<file path="src/rtl/alm_pkg.sv">
package alm_pkg;
  localparam int NUM_FIELDS = 6;
  localparam int REG_W      = 8;
  localparam int CNT_W      = 7;

  typedef enum logic [2:0] {
    FLD_SEC  = 3'd0,
    FLD_MIN  = 3'd1,
    FLD_HOUR = 3'd2,
    FLD_WDAY = 3'd3,
    FLD_DAY  = 3'd4,
    FLD_MON  = 3'd5
  } field_e;

  // BCD width of the compare value for each field index
  function automatic int field_width(input int idx);
    case (idx)
      0:       return 7;
      1:       return 7;
      2:       return 6;
      3:       return 3;
      4:       return 6;
      default: return 5;
    endcase
  endfunction
endpackage

</file>
<file path="src/rtl/alm_field.sv">
module alm_field #(
  parameter int VAL_W  = 7,
  parameter int DATA_W = 8,
  parameter int CNT_W  = 7
) (
  input  logic              clk,
  input  logic              rst,
  input  logic              wr_sel,
  input  logic [DATA_W-1:0] wr_data,
  input  logic [CNT_W-1:0]  cnt,
  output logic              en_o,
  output logic              hit_o,
  output logic [DATA_W-1:0] rd_byte
);
  logic             en_q;
  logic [VAL_W-1:0] val_q;

  // Enable bit: cleared by reset
  always_ff @(posedge clk) begin
    if (rst)         en_q <= 1'b0;
    else if (wr_sel) en_q <= wr_data[DATA_W-1];
  end

  // Compare value: no reset, keeps contents through reset
  always_ff @(posedge clk) begin
    if (wr_sel && !rst) val_q <= wr_data[VAL_W-1:0];
  end

  assign en_o  = en_q;
  // A disabled field never blocks the match
  assign hit_o = !en_q || (CNT_W'(val_q) == cnt);

  always_comb begin
    rd_byte               = '0;
    rd_byte[DATA_W-1]     = en_q;
    rd_byte[VAL_W-1:0]    = val_q;
  end

  assert_en_cleared_R2: assert property (@(posedge clk) disable iff (rst)
    $past(rst) |-> !en_q);

  assert_value_hold_R1: assert property (@(posedge clk) disable iff (rst)
    !wr_sel |=> $stable(val_q));
endmodule

</file>
<file path="src/rtl/alm_event.sv">
module alm_event #(
  parameter int NF = 6
) (
  input  logic          clk,
  input  logic          rst,
  input  logic          tick,
  input  logic [NF-1:0] en,
  input  logic [NF-1:0] hit,
  input  logic          ie_wr,
  input  logic          ie_wdata,
  input  logic          clr,
  output logic          flag_o,
  output logic          ie_o,
  output logic          irq_o
);
  logic match, set_ev, flag_nxt, ie_nxt;
  logic prev_q, flag_q, ie_q, irq_q;

  assign match    = (|en) && (&hit);
  assign set_ev   = tick && match && !prev_q;
  assign flag_nxt = set_ev || (flag_q && !clr);
  assign ie_nxt   = ie_wr ? ie_wdata : ie_q;

  always_ff @(posedge clk) begin
    if (rst) begin
      prev_q <= 1'b0;
      flag_q <= 1'b0;
      ie_q   <= 1'b0;
      irq_q  <= 1'b0;
    end else begin
      if (tick) prev_q <= match;
      flag_q <= flag_nxt;
      ie_q   <= ie_nxt;
      irq_q  <= flag_nxt && ie_nxt;
    end
  end

  assign flag_o = flag_q;
  assign ie_o   = ie_q;
  assign irq_o  = irq_q;

  assert_rise_on_tick_R9: assert property (@(posedge clk) disable iff (rst)
    $rose(flag_q) |-> $past(tick));

  assert_no_enable_R5: assert property (@(posedge clk) disable iff (rst)
    (!(|en) && !flag_q) |=> !flag_q);

  assert_no_retrigger_R6: assert property (@(posedge clk) disable iff (rst)
    (tick && prev_q && !flag_q) |=> !flag_q);

  assert_clear_R7: assert property (@(posedge clk) disable iff (rst)
    (clr && !tick) |=> !flag_q);

  assert_irq_gate_R8: assert property (@(posedge clk) disable iff (rst)
    irq_o |-> (flag_q && ie_q));
endmodule

</file>
<file path="src/rtl/alm_matcher.sv">
module alm_matcher
  import alm_pkg::*;
#(
  parameter int ADDR_W = 3
) (
  input  logic              clk,
  input  logic              rst,
  input  logic              wr_en,
  input  logic [ADDR_W-1:0] wr_addr,
  input  logic [REG_W-1:0]  wr_data,
  input  logic [ADDR_W-1:0] rd_addr,
  output logic [REG_W-1:0]  rd_data,
  input  logic [6:0]        cnt_sec,
  input  logic [6:0]        cnt_min,
  input  logic [5:0]        cnt_hour,
  input  logic [2:0]        cnt_wday,
  input  logic [5:0]        cnt_day,
  input  logic [4:0]        cnt_mon,
  input  logic              tick,
  output logic              irq
);
  localparam logic [ADDR_W-1:0] CTRL_ADDR = ADDR_W'(NUM_FIELDS);

  logic [CNT_W-1:0]      cnt_arr  [NUM_FIELDS];
  logic [REG_W-1:0]      byte_arr [NUM_FIELDS];
  logic [NUM_FIELDS-1:0] en_vec, hit_vec;
  logic                  ctrl_wr, flag, ie;
  logic [REG_W-1:0]      rd_nxt, rd_q;

  assign cnt_arr[FLD_SEC]  = CNT_W'(cnt_sec);
  assign cnt_arr[FLD_MIN]  = CNT_W'(cnt_min);
  assign cnt_arr[FLD_HOUR] = CNT_W'(cnt_hour);
  assign cnt_arr[FLD_WDAY] = CNT_W'(cnt_wday);
  assign cnt_arr[FLD_DAY]  = CNT_W'(cnt_day);
  assign cnt_arr[FLD_MON]  = CNT_W'(cnt_mon);

  for (genvar i = 0; i < NUM_FIELDS; i++) begin : g_field
    localparam int W = field_width(i);
    logic sel;
    assign sel = wr_en && (wr_addr == ADDR_W'(i));
    alm_field #(.VAL_W(W), .DATA_W(REG_W), .CNT_W(CNT_W)) u_field (
      .clk     (clk),
      .rst     (rst),
      .wr_sel  (sel),
      .wr_data (wr_data),
      .cnt     (cnt_arr[i]),
      .en_o    (en_vec[i]),
      .hit_o   (hit_vec[i]),
      .rd_byte (byte_arr[i])
    );
  end

  assign ctrl_wr = wr_en && (wr_addr == CTRL_ADDR);

  alm_event #(.NF(NUM_FIELDS)) u_event (
    .clk      (clk),
    .rst      (rst),
    .tick     (tick),
    .en       (en_vec),
    .hit      (hit_vec),
    .ie_wr    (ctrl_wr),
    .ie_wdata (wr_data[0]),
    .clr      (ctrl_wr && wr_data[1]),
    .flag_o   (flag),
    .ie_o     (ie),
    .irq_o    (irq)
  );

  always_comb begin
    rd_nxt = '0;
    for (int k = 0; k < NUM_FIELDS; k++)
      if (rd_addr == ADDR_W'(k)) rd_nxt = byte_arr[k];
    if (rd_addr == CTRL_ADDR) rd_nxt = {{(REG_W-2){1'b0}}, flag, ie};
  end

  always_ff @(posedge clk) begin
    if (rst) rd_q <= '0;
    else     rd_q <= rd_nxt;
  end

  assign rd_data = rd_q;

  assert_spare_addr_R10: assert property (@(posedge clk) disable iff (rst)
    ($past(rd_addr) == ADDR_W'(7)) |-> (rd_data == '0));
endmodule

</file>
<file path="config.mk">
export PLATFORM = sky130hd
export DESIGN_NAME = alm_matcher
export DESIGN_NICKNAME = d
export VERILOG_FILES = /design/src/rtl/alm_pkg.sv /design/src/rtl/alm_field.sv /design/src/rtl/alm_event.sv /design/src/rtl/alm_matcher.sv
export SDC_FILE = /design/constraint.sdc
export NUM_CORES = 1
export LEC_CHECK = 0
export BUFFER_PORTS_ARGS = -buffer_cell sky130_fd_sc_hd__buf_2
export CORE_MARGIN = 10
export CORE_UTILIZATION = 55
export CTS_BUF_LIST = sky130_fd_sc_hd__clkbuf_4 sky130_fd_sc_hd__clkbuf_8
export CTS_CLUSTER_DIAMETER = 200
export DETAILED_ROUTE_END_ITERATION = 12
export PLACE_DENSITY_LB_ADDON = 0.05
export SLEW_MARGIN = 10
export SYNTH_ARGS = -nofsm -noshare
export SYNTH_HDL_FRONTEND = slang
export SYNTH_SLANG_ARGS = --single-unit
</file>
<file path="constraint.sdc">
create_clock -name clk -period 5.5 [get_ports clk]
set_clock_uncertainty 0.15 [all_clocks]
set_input_delay 0.825 -clock clk [delete_from_list [all_inputs] [get_ports clk]]
set_output_delay 0.825 -clock clk [all_outputs]
set_load 0.05 [all_outputs]
</file>
# After elaboration in Yosys (flattened, before gate mapping)
# Cells that the tools add are included.
# Widths: inputs -> output; s select.
dict set report op_classes {
  eq_ne 18
  mux 8
  n_reduce_logical 42
}
# cell n
set op_table {}
lappend op_table {{$mux 8} 6}
lappend op_table {{$logic_and 1x1->1} 19}
lappend op_table {{$eq 3x3->1 const B} 6}
lappend op_table {{$eq 7x7->1} 2}
lappend op_table {{$eq 3x2->1 const B} 4}
lappend op_table {{$eq 6x6->1} 2}
lappend op_table {{$reduce_or 6->1} 2}
lappend op_table {{$logic_not 1->1} 9}
lappend op_table {{$logic_or 1x1->1} 7}
lappend op_table {{$eq 3x1->1 const B} 2}
lappend op_table {{$logic_not 3->1} 2}
lappend op_table {{$reduce_and 6->1} 1}
lappend op_table {{$eq 5x5->1} 1}
lappend op_table {{$eq 3x3->1} 1}
lappend op_table {{$reduce_or 3->1} 1}
lappend op_table {{$mux 2} 1}
lappend op_table {{$reduce_or 2->1} 1}
lappend op_table {{$mux 1} 1}
dict set report totals {
  register_bits 52
  in_bits 52
  out_inout_bits 9
  word_cells 88
}

# Depth between registers and ports, before layout
dict set report logic_depth {
  word_depth 8
  mapped_depth 7
  mapped_depth_nobuf 5
}

# Cells and area by module
# Synthesis repeated with hierarchy kept, for this count alone.
dict set report unflattened {
  cells_unflattened 232
  hier_area_um2 2735.1
}
# mod n_inst cells_each area_per_inst_um2 seq_area_each_um2
set by_module_without_submodules {}
lappend by_module_without_submodules {alm_matcher 1 87 733.2 160.2}
lappend by_module_without_submodules {{alm_field (g_field[0].u_field ...)} 2 21 341.6 230.2}
lappend by_module_without_submodules {{alm_field (g_field[2].u_field ...)} 2 21 315.3 200.2}
lappend by_module_without_submodules {{alm_field (g_field[5].u_field)} 1 24 300.3 170.2}
lappend by_module_without_submodules {{alm_field (g_field[3].u_field)} 1 18 221.5 110.1}
lappend by_module_without_submodules {alm_event 1 19 166.4 80.1}

# Worst setup path after synthesis
# OpenSTA, ideal clock, no wires.
dict set report synth_path {
  path_kind {input to register}
  start {input wr_addr[0]}
  end {register g_field[0].u_field.val_q[0], enable pin}
  setup_ns 0.380
  arrival_time_ns 1.880
  t_required_ns 4.970
  path_slack_ns 3.090
  cell_stages 2
  n_path_buf 0
  path_cell_list {or3b_2 > nor3_1}
}
dict set report synth_via {
  elab_chain_cells 3
}
# item line_no
set synth_lines {}
lappend synth_lines {{start, declared} alm_matcher.sv:9} ;# input logic [ADDR_W-1:0] wr_addr,
lappend synth_lines {{$logic_not 3->1} alm_matcher.sv:40} ;# assign sel = wr_en && (wr_addr == ADDR_W'(i));
lappend synth_lines {{$logic_and 1x1->1} alm_matcher.sv:40}
lappend synth_lines {{$logic_and 1x1->1} alm_field.sv:26} ;# if (wr_sel && !rst) val_q <= wr_data[VAL_W-1:0];
lappend synth_lines {{end signal, assigned} alm_field.sv:26}
lappend synth_lines {{end, declared} alm_field.sv:16} ;# logic [VAL_W-1:0] val_q;
# Every way passes these cells.
# A chain may end at the register's enable or synchronous reset.

# Worst setup path after layout
dict set report layout_path {
  start {input wr_addr[0]}
  end {register g_field[0].u_field.val_q[5], enable pin}
}
# The elaborated chain is that of the path after synthesis.

==> results_dict.tcl <==
set metrics [dict create \
    setup_tns_ps 0 \
    gr-usage-all-layers_pct 15.96 \
    port_buffers 60 \
    min_period_over_period_pct 45.10 \
    clkLatencyLatePin_ps 300 \
    htree_levels 2 \
    routedWlPerCell_um 18.36 \
    min_from "u_event.prev_q$_SDFFE_PP0P_" \
    cts_num_sinks 52 \
    ios 61 \
    reg2reg_slack_ps 3600 \
    startpoint_type "input port" \
    wl_um 5748 \
    slowest_stage "nor3_1" \
    drc 0 \
    clk_pin_slew_ps 90 \
    grt_max_degree 25 \
    cts_setup_buffers 0 \
    p_leak_nw 1.094 \
    power.density_nw_per_um2 257.6 \
    finalHoldViolCount 0 \
    ant_nets 0 \
    die-width_um 86.86 \
    final_util_pct 65.98 \
    layout_commonest_cell "buf_2" \
    peakVddDrop_uv 189.9 \
    multi_input_area_um2 1031 \
    first_pass_iters 4 \
    crit_buf_inv 1 \
    arrival_ps 2260 \
    worstPathRequired_ps 5280 \
    start_util_pct 56.47 \
    drt_iter0_drc 127 \
    dp_cells 305 \
    grt_pass1_wl_um 9432 \
    final_layout_size_suffix_gt1_share_pct 29.89 \
    diodes 0 \
    antenna_found_initial 0 \
    worstMarginPinSlew_ps 1063 \
    num-fill-cells 350 \
    grt_pass1_vias 1820 \
    cts_root_buf "clkbuf_8" \
    grt-ovfl-total 0 \
    routed_via_density 5.374 \
    ys_ff_latch 52 \
    synth_edf_count 34 \
    synth_cell_types 33 \
    post-route-min-period_ps 2480 \
    final_cells 313 \
    synthFlopType "edfxtp_1" \
    cp_top_family "simple AND/OR/NAND/NOR gates" \
    holdWs_ps 353.4 \
    hp-class "register to register" \
    maxCapViolations 0 \
    dp_slack_ps 2638 \
    synthCells 200 \
    avgSynthCellArea_um2 12.29 \
    cts.path.max_buffers 2 \
    r2r_start "g_field[1].u_field.val_q[4]$_DFFE_PP_" \
    setup_viol 0 \
    rsz0062_at_grt "no" \
    synth_warnings 0 \
    hpwl_um 4476 \
    holdBufCountCts 0 \
    core_area_um2 4354 \
    worstSetupPathType "input port to register" \
    synth_fp_nets 252 \
    critical_path.cell_chain "buf_2 > or3b_2 > nor3_1" \
    gp_congestion 0.8167 \
    synth-seq-area-share_pct 56.18 \
    post_cts_resize_count 0 \
    worstSetupStartpoint "wr_addr[0]" \
    cts_tree "done" \
    final.setup.worst_slack_ps 3020 \
    synthesis.area_um2 2459 \
    crit_fanout 7 \
    seqCellArea_um2 1381 \
    dieArea_um2 7545 \
    max-slew-margin-rel_pct 28.59 \
    cpPeakStageDelay_ps 790 \
    layout_common_cells "60 x buf_2, 34 x edfxtp_1, 27 x nor2_1, 22 x xnor2_1, 18 x dfxtp_1" \
    vias 1682 \
    rows 24 \
    fmax_mhz 403.1 \
    final_nets 312 \
    numCtsBuffers 5 \
    area_growth_pct 16.84 \
    status "completed" \
    cp-end-kind "register" \
    report.final.slew_viol_count 0 \
    die_h_um 86.86 \
    async_flop_share_pct 0 \
]
-- cell type report --
| type | instances | area share [%] |
|---|---|---|
| Sequential cell | 52 | 48.08 |
| Clock inverter | 1 | 0.1307 |
| Inverter | 2 | 0.2613 |
| Clock buffer | 7 | 2.918 |
| Timing Repair Buffer | 60 | 10.45 |
| Tap cell | 52 | 2.265 |
| Multi-Input combinational cell | 139 | 35.89 |
-- per-stage QoR --
step	total power, W	cell area [um^2]
2_1_floorplan	0.0004944	2459
3_3_place_gp	0.0005326	2785
3_5_place_dp	0.0005330	2785
4_1_cts	0.0007463	2873
5_1_grt	0.0007702	2873
6_report	0.0007399	2873
-- per-layer routing --
layer  GRT usage, %  vias to the layer above  share of wire (%)  routed length (um)
li1               -                      854                  -                   -
met1          21.04                      772                 46                2638
met4          4.566                        0               0.90                  52
met3          5.056                        5                7.2                 415
met2          24.45                       51                 46                2642
met5              0                        -                  0                   0
-- synthesized netlist by cell type, types with 2 or more instances --
master    instances  area (um^2)
edfxtp_1         34         1021
nor2_1           27        101.4
xnor2_1          22        192.7
dfxtp_1          18        360.4
mux2i_1          14        140.1
xor2_1           12        105.1
a21oi_1           7        35.03
o21ai_0           6        30.03
nand2_1           5        18.77
nand4_1           5        31.28
o31ai_1           5        37.54
clkbuf_1          4        15.01
mux4_2            4        90.09
nand3_1           4        20.02
nor3_1            4        20.02
nand2b_1          3        18.77
nand3b_1          3        22.52
a211oi_1          2        15.01
a221oi_1          2        17.52
inv_1             2        7.510
mux2_2            2        22.52
nand4b_1          2        17.52
o41ai_2           2        32.53
or3b_2            2        17.52
-- logic make-up (layout without fill, tap and decap cells) --
| kind of cell | count (synthesis) | after routing | share of synthesized area (%) |
|---|---|---|---|
| xor gates and xnor gates | 34 | 34 | 12.11 |
| buffers and inverters | 9 | 70 | 1.883 |
| muxes | 20 | 20 | 10.28 |
| AOI/OAI and AO/OA | 26 | 26 | 7.583 |
| DFF | 52 | 52 | 56.18 |
| and+or+nand+nor | 59 | 59 | 11.96 |
-- registers in the layout, indices dropped and copies added (netlist names) --
register	count
u_event.irq_o	1
u_event.ie_o	1
u_event.prev_q	1
g_field.u_field.en_o	6
g_field.u_field.val_q	34
u_event.flag_o	1
rd_data	8
-- final timing paths --
check | cells after the start | endpoint
max reg2reg | 5 | u_event.prev_q$_SDFFE_PP0P_
min | 1 | u_event.flag_o$_SDFF_PP0_
min reg2reg | 1 | u_event.flag_o$_SDFF_PP0_
max | 3 | g_field[0].u_field.val_q[5]$_DFFE_PP_
-- power breakdown --
| part | switching (W) | leakage [nW] | internal, W | total [W] |
|---|---|---|---|---|
| Clock | 0.000118 | 0.0467 | 0.0000988 | 0.000216 |
| Combinational | 0.0000530 | 0.593 | 0.0000393 | 0.0000922 |
| Sequential | 0.00000579 | 0.454 | 0.000425 | 0.000431 |
(Power assumes the default switching activity.)
